### src/rtl/cmf_pkg.sv
// Shared field layout of the fill mode register.
// Assumes a 16-bit register with 10 stored bits.
package cmf_pkg;
    localparam int REG_W     = 16;
    localparam int STORED_W  = 10;
    localparam int PAT_W     = 5;
    localparam int BEGIN_BIT = 4;
    localparam int MISC_W    = 4;

    typedef struct packed {
        logic [PAT_W-1:0]  pattern;   // bits 9..5
        logic              begin_en;  // bit 4
        logic [MISC_W-1:0] misc;      // bits 3..0
    } mode_reg_t;
endpackage

### src/rtl/cmf_mode_ctl.sv
// Mode register plus fill control. It detects the rising start bit,
// raises the active state, and handles self-clear and both abort paths.
// Assumes that frame_done is only asserted while active.
module cmf_mode_ctl
    import cmf_pkg::*;
(
    input  logic                clk,
    input  logic                rst_n,
    input  logic                wr_en,
    input  logic [STORED_W-1:0] wr_data,
    input  logic                master,
    input  logic                frame_done,
    output mode_reg_t           reg_q,
    output logic                active,
    output logic                start
);
    logic wr_begin;
    logic abort_wr;
    logic abort_ms;

    // Decode the start edge and the two abort causes.
    always_comb begin
        wr_begin = wr_data[BEGIN_BIT];
        start    = wr_en && wr_begin && !reg_q.begin_en && master && !active;
        abort_wr = active && wr_en && !wr_begin;
        abort_ms = active && !master;
    end

    // Register storage. Rewrites are ignored while a fill holds the start bit.
    always_ff @(posedge clk) begin
        if (!rst_n) begin
            reg_q <= '0;
        end else begin
            if (wr_en && !(active && wr_begin))
                reg_q <= mode_reg_t'(wr_data);
            if (frame_done || abort_ms)
                reg_q.begin_en <= 1'b0;
        end
    end

    // Active state: set on start, cleared on completion or abort.
    always_ff @(posedge clk) begin
        if (!rst_n)
            active <= 1'b0;
        else if (start)
            active <= 1'b1;
        else if (abort_wr || abort_ms || frame_done)
            active <= 1'b0;
    end
endmodule

### src/rtl/cmf_frame_ctr.sv
// Counts frame pulses while a fill is active and flags the last one.
// Assumes start and active are never high together.
module cmf_frame_ctr #(
    parameter int FRAMES = 2
) (
    input  logic clk,
    input  logic rst_n,
    input  logic start,
    input  logic active,
    input  logic frame_pulse,
    output logic frame_done
);
    localparam int CNT_W = $clog2(FRAMES + 1);
    localparam logic [CNT_W-1:0] LAST = CNT_W'(FRAMES - 1);

    logic [CNT_W-1:0] cnt;

    // Flag the pulse that closes the final frame.
    always_comb frame_done = active && frame_pulse && (cnt == LAST);

    // Frame counter, restarted by each new fill.
    always_ff @(posedge clk) begin
        if (!rst_n)
            cnt <= '0;
        else if (start)
            cnt <= '0;
        else if (active && frame_pulse)
            cnt <= cnt + 1'b1;
    end
endmodule

### src/rtl/cmf_sweep.sv
// Address generator. It issues one write per clock from 0 to DEPTH-1.
// Assumes that a frame is at least DEPTH clocks long.
module cmf_sweep #(
    parameter int DEPTH = 512
) (
    input  logic                     clk,
    input  logic                     rst_n,
    input  logic                     start,
    input  logic                     active,
    output logic                     sweep_we,
    output logic [$clog2(DEPTH)-1:0] sweep_addr
);
    localparam int ADDR_W = $clog2(DEPTH);
    localparam logic [ADDR_W-1:0] LAST = ADDR_W'(DEPTH - 1);

    logic sweeping;

    // A write is issued only while the fill is still active.
    always_comb sweep_we = sweeping && active;

    // Step the address and stop after the last word or on abort.
    always_ff @(posedge clk) begin
        if (!rst_n) begin
            sweeping   <= 1'b0;
            sweep_addr <= '0;
        end else if (start) begin
            sweeping   <= 1'b1;
            sweep_addr <= '0;
        end else if (!active) begin
            sweeping   <= 1'b0;
        end else if (sweeping) begin
            if (sweep_addr == LAST)
                sweeping <= 1'b0;
            else
                sweep_addr <= sweep_addr + 1'b1;
        end
    end
endmodule

### src/rtl/cmf_port_mux.sv
// Selects between the fill engine and the host for the memory port.
// While busy the host is dropped; the fill data is the pattern over zeros.
module cmf_port_mux #(
    parameter int ADDR_W = 9,
    parameter int WORD_W = 16,
    parameter int PAT_W  = 5
) (
    input  logic              busy,
    input  logic              sweep_we,
    input  logic [ADDR_W-1:0] sweep_addr,
    input  logic [PAT_W-1:0]  pattern,
    input  logic              host_we,
    input  logic [ADDR_W-1:0] host_addr,
    input  logic [WORD_W-1:0] host_data,
    output logic              cm_we,
    output logic [ADDR_W-1:0] cm_addr,
    output logic [WORD_W-1:0] cm_wdata
);
    // Port select: the fill owns the memory for the whole busy window.
    always_comb begin
        if (busy) begin
            cm_we    = sweep_we;
            cm_addr  = sweep_addr;
            cm_wdata = {pattern, {(WORD_W - PAT_W){1'b0}}};
        end else begin
            cm_we    = host_we;
            cm_addr  = host_addr;
            cm_wdata = host_data;
        end
    end
endmodule

### src/rtl/cm_fill_engine.sv
// Connection memory block-fill engine, top level.
// Assumes that a frame is at least DEPTH clocks long and frame_pulse is one clock wide.
module cm_fill_engine
    import cmf_pkg::*;
#(
    parameter int DEPTH  = 512,
    parameter int WORD_W = 16,
    parameter int FRAMES = 2,
    localparam int ADDR_W = $clog2(DEPTH)
) (
    input  logic              clk,
    input  logic              rst_n,
    input  logic              frame_pulse,
    input  logic              bulk_master,
    input  logic              mode_wr_en,
    input  logic [REG_W-1:0]  mode_wr_data,
    output logic [REG_W-1:0]  mode_rd_data,
    input  logic              host_cm_we,
    input  logic [ADDR_W-1:0] host_cm_addr,
    input  logic [WORD_W-1:0] host_cm_data,
    output logic              cm_we,
    output logic [ADDR_W-1:0] cm_addr,
    output logic [WORD_W-1:0] cm_wdata,
    output logic              fill_busy
);
    mode_reg_t         reg_q;
    logic              active;
    logic              start;
    logic              frame_done;
    logic              sweep_we;
    logic [ADDR_W-1:0] sweep_addr;
    logic              unused_hi;

    // The upper write bits are reserved and dropped.
    assign unused_hi = ^mode_wr_data[REG_W-1:STORED_W];

    // Readback with the reserved bits forced to zero.
    always_comb begin
        mode_rd_data = {{(REG_W - STORED_W){1'b0}}, reg_q};
        fill_busy    = active;
    end

    cmf_mode_ctl u_ctl (
        .clk        (clk),
        .rst_n      (rst_n),
        .wr_en      (mode_wr_en),
        .wr_data    (mode_wr_data[STORED_W-1:0]),
        .master     (bulk_master),
        .frame_done (frame_done),
        .reg_q      (reg_q),
        .active     (active),
        .start      (start)
    );

    cmf_frame_ctr #(.FRAMES(FRAMES)) u_frm (
        .clk         (clk),
        .rst_n       (rst_n),
        .start       (start),
        .active      (active),
        .frame_pulse (frame_pulse),
        .frame_done  (frame_done)
    );

    cmf_sweep #(.DEPTH(DEPTH)) u_swp (
        .clk        (clk),
        .rst_n      (rst_n),
        .start      (start),
        .active     (active),
        .sweep_we   (sweep_we),
        .sweep_addr (sweep_addr)
    );

    cmf_port_mux #(.ADDR_W(ADDR_W), .WORD_W(WORD_W), .PAT_W(PAT_W)) u_mux (
        .busy       (active),
        .sweep_we   (sweep_we),
        .sweep_addr (sweep_addr),
        .pattern    (reg_q.pattern),
        .host_we    (host_cm_we),
        .host_addr  (host_cm_addr),
        .host_data  (host_cm_data),
        .cm_we      (cm_we),
        .cm_addr    (cm_addr),
        .cm_wdata   (cm_wdata)
    );
endmodule

### config.mk
export PLATFORM = sky130hd
export DESIGN_NAME = cm_fill_engine
export DESIGN_NICKNAME = d
export VERILOG_FILES = /design/src/rtl/cmf_pkg.sv /design/src/rtl/cmf_mode_ctl.sv /design/src/rtl/cmf_frame_ctr.sv /design/src/rtl/cmf_sweep.sv /design/src/rtl/cmf_port_mux.sv /design/src/rtl/cm_fill_engine.sv
export SDC_FILE = /design/constraint.sdc
export NUM_CORES = 1
export LEC_CHECK = 0
export CAP_MARGIN = 20
export CORE_ASPECT_RATIO = 0.6
export CORE_UTILIZATION = 55
export DETAILED_ROUTE_END_ITERATION = 10
export DONT_BUFFER_PORTS = 1
export PLACE_DENSITY = 0.8
export SYNTH_ARGS = -nofsm -noshare
export SYNTH_HDL_FRONTEND = slang
export SYNTH_SLANG_ARGS = --single-unit
### constraint.sdc
create_clock -name clk -period 1.8 [get_ports clk]
set_input_delay 0.09 -clock clk [delete_from_list [all_inputs] [get_ports clk]]
set_output_delay 0.09 -clock clk [all_outputs]
set_load 0.01 [all_outputs]
After elaboration in Yosys (flattened, before gate mapping)
Index checks and enable logic that the tools add are counted.
{"block": "totals", "wordCells": 46, "out_inout_bits": 43, "input_bits": 47, "ff_bits": 23}
{"block": "op_classes", "bitwise": 2, "n_addsub": 2, "n_eq_ne": 2, "reduce_logical": 24, "n_mux": 9}
{"operator": "16-bit 2-to-1 mux", "count": 1}
{"operator": "1-bit logical AND", "count": 12}
{"operator": "9-bit by 1-bit adder with 9-bit output, second input constant", "count": 1}
{"operator": "9-bit equality test, second input constant", "count": 1}
{"operator": "9-bit 2-to-1 mux", "count": 1}
{"operator": "1-bit 2-to-1 mux", "count": 7}
{"operator": "1-bit logical NOT", "count": 5}
{"operator": "2-bit OR reduction", "count": 2}
{"operator": "1-bit logical OR", "count": 3}
{"operator": "3-bit AND reduction", "count": 1}
{"operator": "2-bit by 1-bit adder with 2-bit output, second input constant", "count": 1}
{"operator": "2-bit by 1-bit equality test with 1-bit output, second input constant", "count": 1}
{"operator": "1-bit inverter", "count": 2}
{"operator": "2-bit nonzero test", "count": 1}

Logic depth before layout (Yosys ltp)
{"block": "depth", "word_depth": 6, "depth_mapped": 7, "mapped_depth_nobuf": 7}

Modules after synthesis
From an unflattened synthesis, not the netlist that was laid out.
{"block": "hier_totals", "hier_cells": 147, "hier_area_um2": 1397.6}
{"mod": "cmf_sweep", "area_per_inst_um2": 464.2, "seq_area_each_um2": 200.2, "instances": 1, "cells_each": 49}
{"mod": "cmf_mode_ctl", "area_per_inst_um2": 461.7, "seq_area_each_um2": 220.2, "instances": 1, "cells_each": 51}
{"mod": "cmf_port_mux", "area_per_inst_um2": 309.0, "seq_area_each_um2": 0.0, "instances": 1, "cells_each": 29}
{"mod": "cmf_frame_ctr", "area_per_inst_um2": 113.9, "seq_area_each_um2": 40.0, "instances": 1, "cells_each": 11}
{"mod": "cm_fill_engine", "area_per_inst_um2": 48.8, "seq_area_each_um2": 0.0, "instances": 1, "cells_each": 7}

Least setup slack after synthesis
OpenSTA, ideal clock, no wires.
{"block": "synth_path", "path_kind": "register to register", "start": "register u_swp.sweep_addr[0]", "end": "register u_swp.sweep_addr[6]", "period_less_slack_ns": 1.800, "setup_slack_ns": 0.000, "stages_incl_launch_ff": 8, "arrival_time_ns": 1.730, "path_buffers": 0, "required_ns": 1.730, "setup_ns": 0.070, "path_cell_list": "dfxtp_1 ha_1 nand3_1 nor2_1 ha_1 nand3b_1 or4_1 a21oi_1"}
{"block": "synth_via", "elab_chain_cells": 3, "elab_cells_between_ends": 4, "cone_classes": "1 x add/sub; 1 x eq/ne; 1 x bitwise; 1 x reduce/logical"}
{"item": "start: declaration", "line": "cmf_sweep.sv:11", "rtl": "output logic [$clog2(DEPTH)-1:0] sweep_addr"}
{"item": "start signal: assignment", "line": "cmf_sweep.sv:35", "rtl": "sweep_addr <= sweep_addr + 1'b1;"}
{"item": "parallel branches: the longest is 3 deep, another holds 9-bit by 1-bit adder with 9-bit output"}
Several ways; the timed one is not identified.
A chain may end at the register's enable or synchronous reset.

Worst setup path after layout
{"block": "layout_path", "start": "register u_swp.sweep_addr[1]", "end": "register u_swp.sweep_addr[6]"}
Same word-level chain as after synthesis.

==> summary by stage <==
Yosys
In this run, synthesis produced a sequential element count of 23. The prevailing post-synth register cell is sky130_fd_sc_hd__dfxtp_1. The cell count after synthesis came out at between 100 and 150. The part of the Yosys area used for sequential elements is between 30% and 40%. During synthesis, Yosys emitted a total of 0 warnings. The number of library cell types mapped by synthesis is 35. In this run the cell area of the synthesized design comes to 0.00132 mm^2.

The proportion of synthesized flip-flops having asynchronous set or reset is 0%. Of all cell types, the one taking the most synthesized area is sky130_fd_sc_hd__dfxtp_1. Dividing the synthesized area by the synthesized cell count gives about 9.1 um^2. In this run, synthesis inferred 0 flip-flops with an integrated enable. The area fraction of the dominant cell type after synthesis is 34.8%.

Ranked by total cell area, the synthesized netlist is headed by sky130_fd_sc_hd__dfxtp_1 35%, sky130_fd_sc_hd__mux2_2 13%, sky130_fd_sc_hd__a21boi_0 6.8%.

Routing
The number of iterations in the first detailed-routing pass is 4. For this run, design rule violations remaining after detail routing come to 0. Detailed routing inserted a total of ~1.1k vias. In this run, the number of DRC markers left after iteration 0 of detailed routing was 19. The detail route stage leaves a number of antenna-violating nets equal to 0.

Dividing the detail-routed via count by the number of cells gives roughly 6.0. In the final routed layout, each cell accounts on average for 16.2 um. The detailed-route wire length is 3100 um.

Clock tree
At the later pin of the worst-skew pair, clock insertion delay measures roughly 0.27 ns. The tree is rooted in a sky130_fd_sc_hd__clkbuf_8. The TritonCTS clock tree is yes. The maximum number of buffers from clock root to sink is 2. The tree built by TritonCTS fans out to 23 sinks.

The clock-pin transition on the worst setup and hold timing paths is 0.08 ns. The number of buffers added by the clock tree synthesis step is 3. CTS built an H-tree with a depth of 1.

The number of buffers inserted to repair setup after CTS is 0.

Die
The core region is between 0.002 and 0.0025 mm^2. The die covers around 0.0026 mm^2. The number of I/O pins is 90. For this configuration, the core starts out at a cell density of between 50% and 60%.

The number of rows in the core area is 13. The floorplan step set the die height to 40 um. The chip width is ~65 um.

GRT
The overall global routing resource usage is about a quarter. The global-route congestion overflow total is 0. The global-route wire length before repair is roughly 4500 um. The largest net degree at the start of global routing is 28. The initial antenna violation count is 0. The number of global-route vias before repair came to around 960.

Critical path
The setup path with the least slack is of type register to register. The critical path goes through ha_4, nand3_1, nor2_1, ha_1, nand3b_1, or4_1, a21oi_1. Of all nets on the critical path, the largest fanout is 4.

The number of cells on the worst reg-to-reg path is 7. The data arrival at the endpoint of the critical path is between 1.5 and 2 ns. The worst setup path is launched from a register. STA classifies the critical path endpoint as a register.

The capture point of the worst reg-to-reg path is u_swp.sweep_addr[6]$_SDFFE_PP0P_. The launch instance of the worst register-to-register path is u_swp.sweep_addr[1]$_SDFFE_PP0P_. For this run, the slowest stage of the critical path takes 0.44 ns. Setup slack on the worst reg-to-reg path comes out at about 0.084 ns. The worst-path cell with the longest stage delay is sky130_fd_sc_hd__or4_1.

The start point of the critical path is u_swp.sweep_addr[1]$_SDFFE_PP0P_. The most critical setup path has its endpoint at u_swp.sweep_addr[6]$_SDFFE_PP0P_. Data on the critical path is required at its endpoint by 2.01 ns.

Hold path
In this run the worst hold path is classified as input port to register. The startpoint of the tightest hold check path is frame_pulse.

Placement
The worst slack at placement is 0.0819 ns. During placement, the flow inserted port buffers numbering 0. The detailed placement HPWL is 2060 um. The final weighted congestion in routability-driven placement is 0.752.

Timing
The worst pin sits at a relative slew slack of around 52%. Timing would allow up to between 500 and 600 MHz. The total setup violations reported at the end of the flow is 0. The slew of the pin with the lowest slew margin is between 0.7 and 0.8 ns.

The number of endpoints with negative hold slack in the final report was 0. Setup slack closes at approximately 0.084 ns. The number of pins exceeding their max-slew limit in the final report is 0. After layout, the worst path uses a little over nine tenths of the clock period. The clock skew after layout is slightly below 0.002 ns. The minimum clock period after layout is between 1.5 and 2 ns.

Power and ir drop
The cell leakage power is 0.589 nW. Across the VDD grid, the largest voltage drop is between 0.6 and 0.7 mV. The post-layout total power is just over 1 mW. The cell area power density is approximately 660 mW/mm^2.

Cells and area
The antenna diode count is 0. The share of layout cells above drive strength 1 is 23.6%. The area overhead of the layout relative to synthesis is 15.4%. After filler insertion, the fill cell instance count of the layout stands at ~150.

At the end of the flow the core is filled with cells to 69.1%. The number of nets at the end of the flow is 212.

Run status
The flow ran to the end, and the final reports show no timing, DRC or antenna violations.

Flow run
The max capacitance violation total is 0.
## critical path: cells and delay by family, from the launching register on
| family | cells | cell delay, ns |
|---|---|---|
| AND/OR/NAND/NOR | 4 | 0.79 |
| adder cells (fa/ha/maj) | 2 | 0.37 |
| flip-flops | 1 | 0.34 |
| AO/OA/AOI/OAI | 1 | 0.14 |
## cell families after synthesis
kind of cell    after synthesis  synth area share [%]
flops                        23                  34.8
other cells                   1                 0.283
buf+inv                      14                  7.18
mux                          17                  14.3
simple gates                 56                  23.5
fa+ha+maj                     3                  2.84
compound gates               29                  15.1
xor+xnor                      3                  1.99
## sequential cells by signal (all words and copies together) (netlist names)
signal and cells:
u_ctl.reg_q 10, u_swp.sweeping 1, u_ctl.active 1, u_swp.sweep_addr 9
u_frm.cnt 2
## final cells by class
cell class / count / area, um^2 / share of cell area [%]
multi-input combinational: 114 / 807 / 52.8
timing repair buffer: 19 / 170 / 11.1
clock inverter: 1 / 5.00 / 0.328
inverter: 1 / 3.75 / 0.246
sequential: 23 / 463 / 30.3
clock buffer: 3 / 41.3 / 2.70
tap: 30 / 37.5 / 2.46
## worst min-delay path by stage
stage | depth (start not counted) | slack [ns] | endpoint
after floorplan | 1 | 0.21 | u_frm.cnt[1]$_SDFFE_PP0N_
after global placement | 1 | 0.21 | u_frm.cnt[1]$_SDFFE_PP0N_
after detailed placement | 1 | 0.22 | u_frm.cnt[1]$_SDFFE_PP0N_
after CTS | 2 | 0.02 | u_ctl.reg_q[4]$_SDFFE_PP0P_
after global routing | 2 | 0.05 | u_frm.cnt[1]$_SDFFE_PP0N_
final | 2 | 0.03 | u_frm.cnt[1]$_SDFFE_PP0N_
## synth_stat cells (3+ instances only)
library cell,number
sky130_fd_sc_hd__buf_4,6
sky130_fd_sc_hd__nand2_1,22
sky130_fd_sc_hd__a21oi_1,6
sky130_fd_sc_hd__nand3_1,4
sky130_fd_sc_hd__dfxtp_1,23
sky130_fd_sc_hd__mux2_2,15
sky130_fd_sc_hd__nor2_1,6
sky130_fd_sc_hd__xor2_1,3
sky130_fd_sc_hd__o21ai_0,3
sky130_fd_sc_hd__o31ai_1,3
sky130_fd_sc_hd__nor2b_1,11
sky130_fd_sc_hd__clkbuf_1,3
sky130_fd_sc_hd__a21boi_0,12
sky130_fd_sc_hd__ha_1,3
## per-stage QoR
stage | setup TNS, ns | std cells | hold slack, ns | instance area (um^2)
floorplan | 0 | 151 | 0.205 | 1360
global placement | 0 | 176 | 0.208 | 1360
detailed placement | 0 | 176 | 0.216 | 1360
CTS | 0 | 191 | 0.0198 | 1520
global route | -0.0583 | 191 | 0.0521 | 1530
finish | 0 | 191 | 0.0286 | 1530
## power by group
part	switching, mW	internal (mW)
Clock	0.171	0.155
Combinational	0.0806	0.0646
Sequential	0.0203	0.524
Total	0.272	0.744
## cells in the final DEF, fill, tap and decap left out, drive strengths merged
master / netlist / layout
nand4b: 2 / 2
nand3: 4 / 4
dfxtp: 23 / 23
nor2: 6 / 6
ha: 3 / 3
o211ai: 1 / 1
mux2i: 2 / 2
inv: 1 / 1
o31ai: 3 / 3
clkbuf: 4 / 3
a311oi: 1 / 1
nor2b: 11 / 11
nand4: 2 / 2
xor2: 3 / 3
or3: 2 / 2
or2: 1 / 1
or4: 3 / 3
clkinv: 0 / 1
nand3b: 1 / 1
nand2b: 2 / 2
dlygate4sd3: 0 / 11
conb: 1 / 6
buf: 9 / 8
mux2: 15 / 15
o21ai: 3 / 3
nand2: 22 / 22
a21oi: 7 / 7
a21boi: 13 / 13
a21bo: 1 / 1
## timing repair
action / 4_1_cts / 5_1_grt
endpoints found under the setup margin: 0 / 3
hold endpoints to repair: 13 / 0
gates resized for setup: 0 / 2
hold buffers: 11 / 0
## metal layers
metal	up-vias	wire [um]	global-route usage, %
met2	68	1560	43.8
met3	5	266	8.24
met1	537	1240	27.1
met4	0	30	8.70
met5	-	0	0
li1	531	-	-
Power figures use the tool's default switching activity.
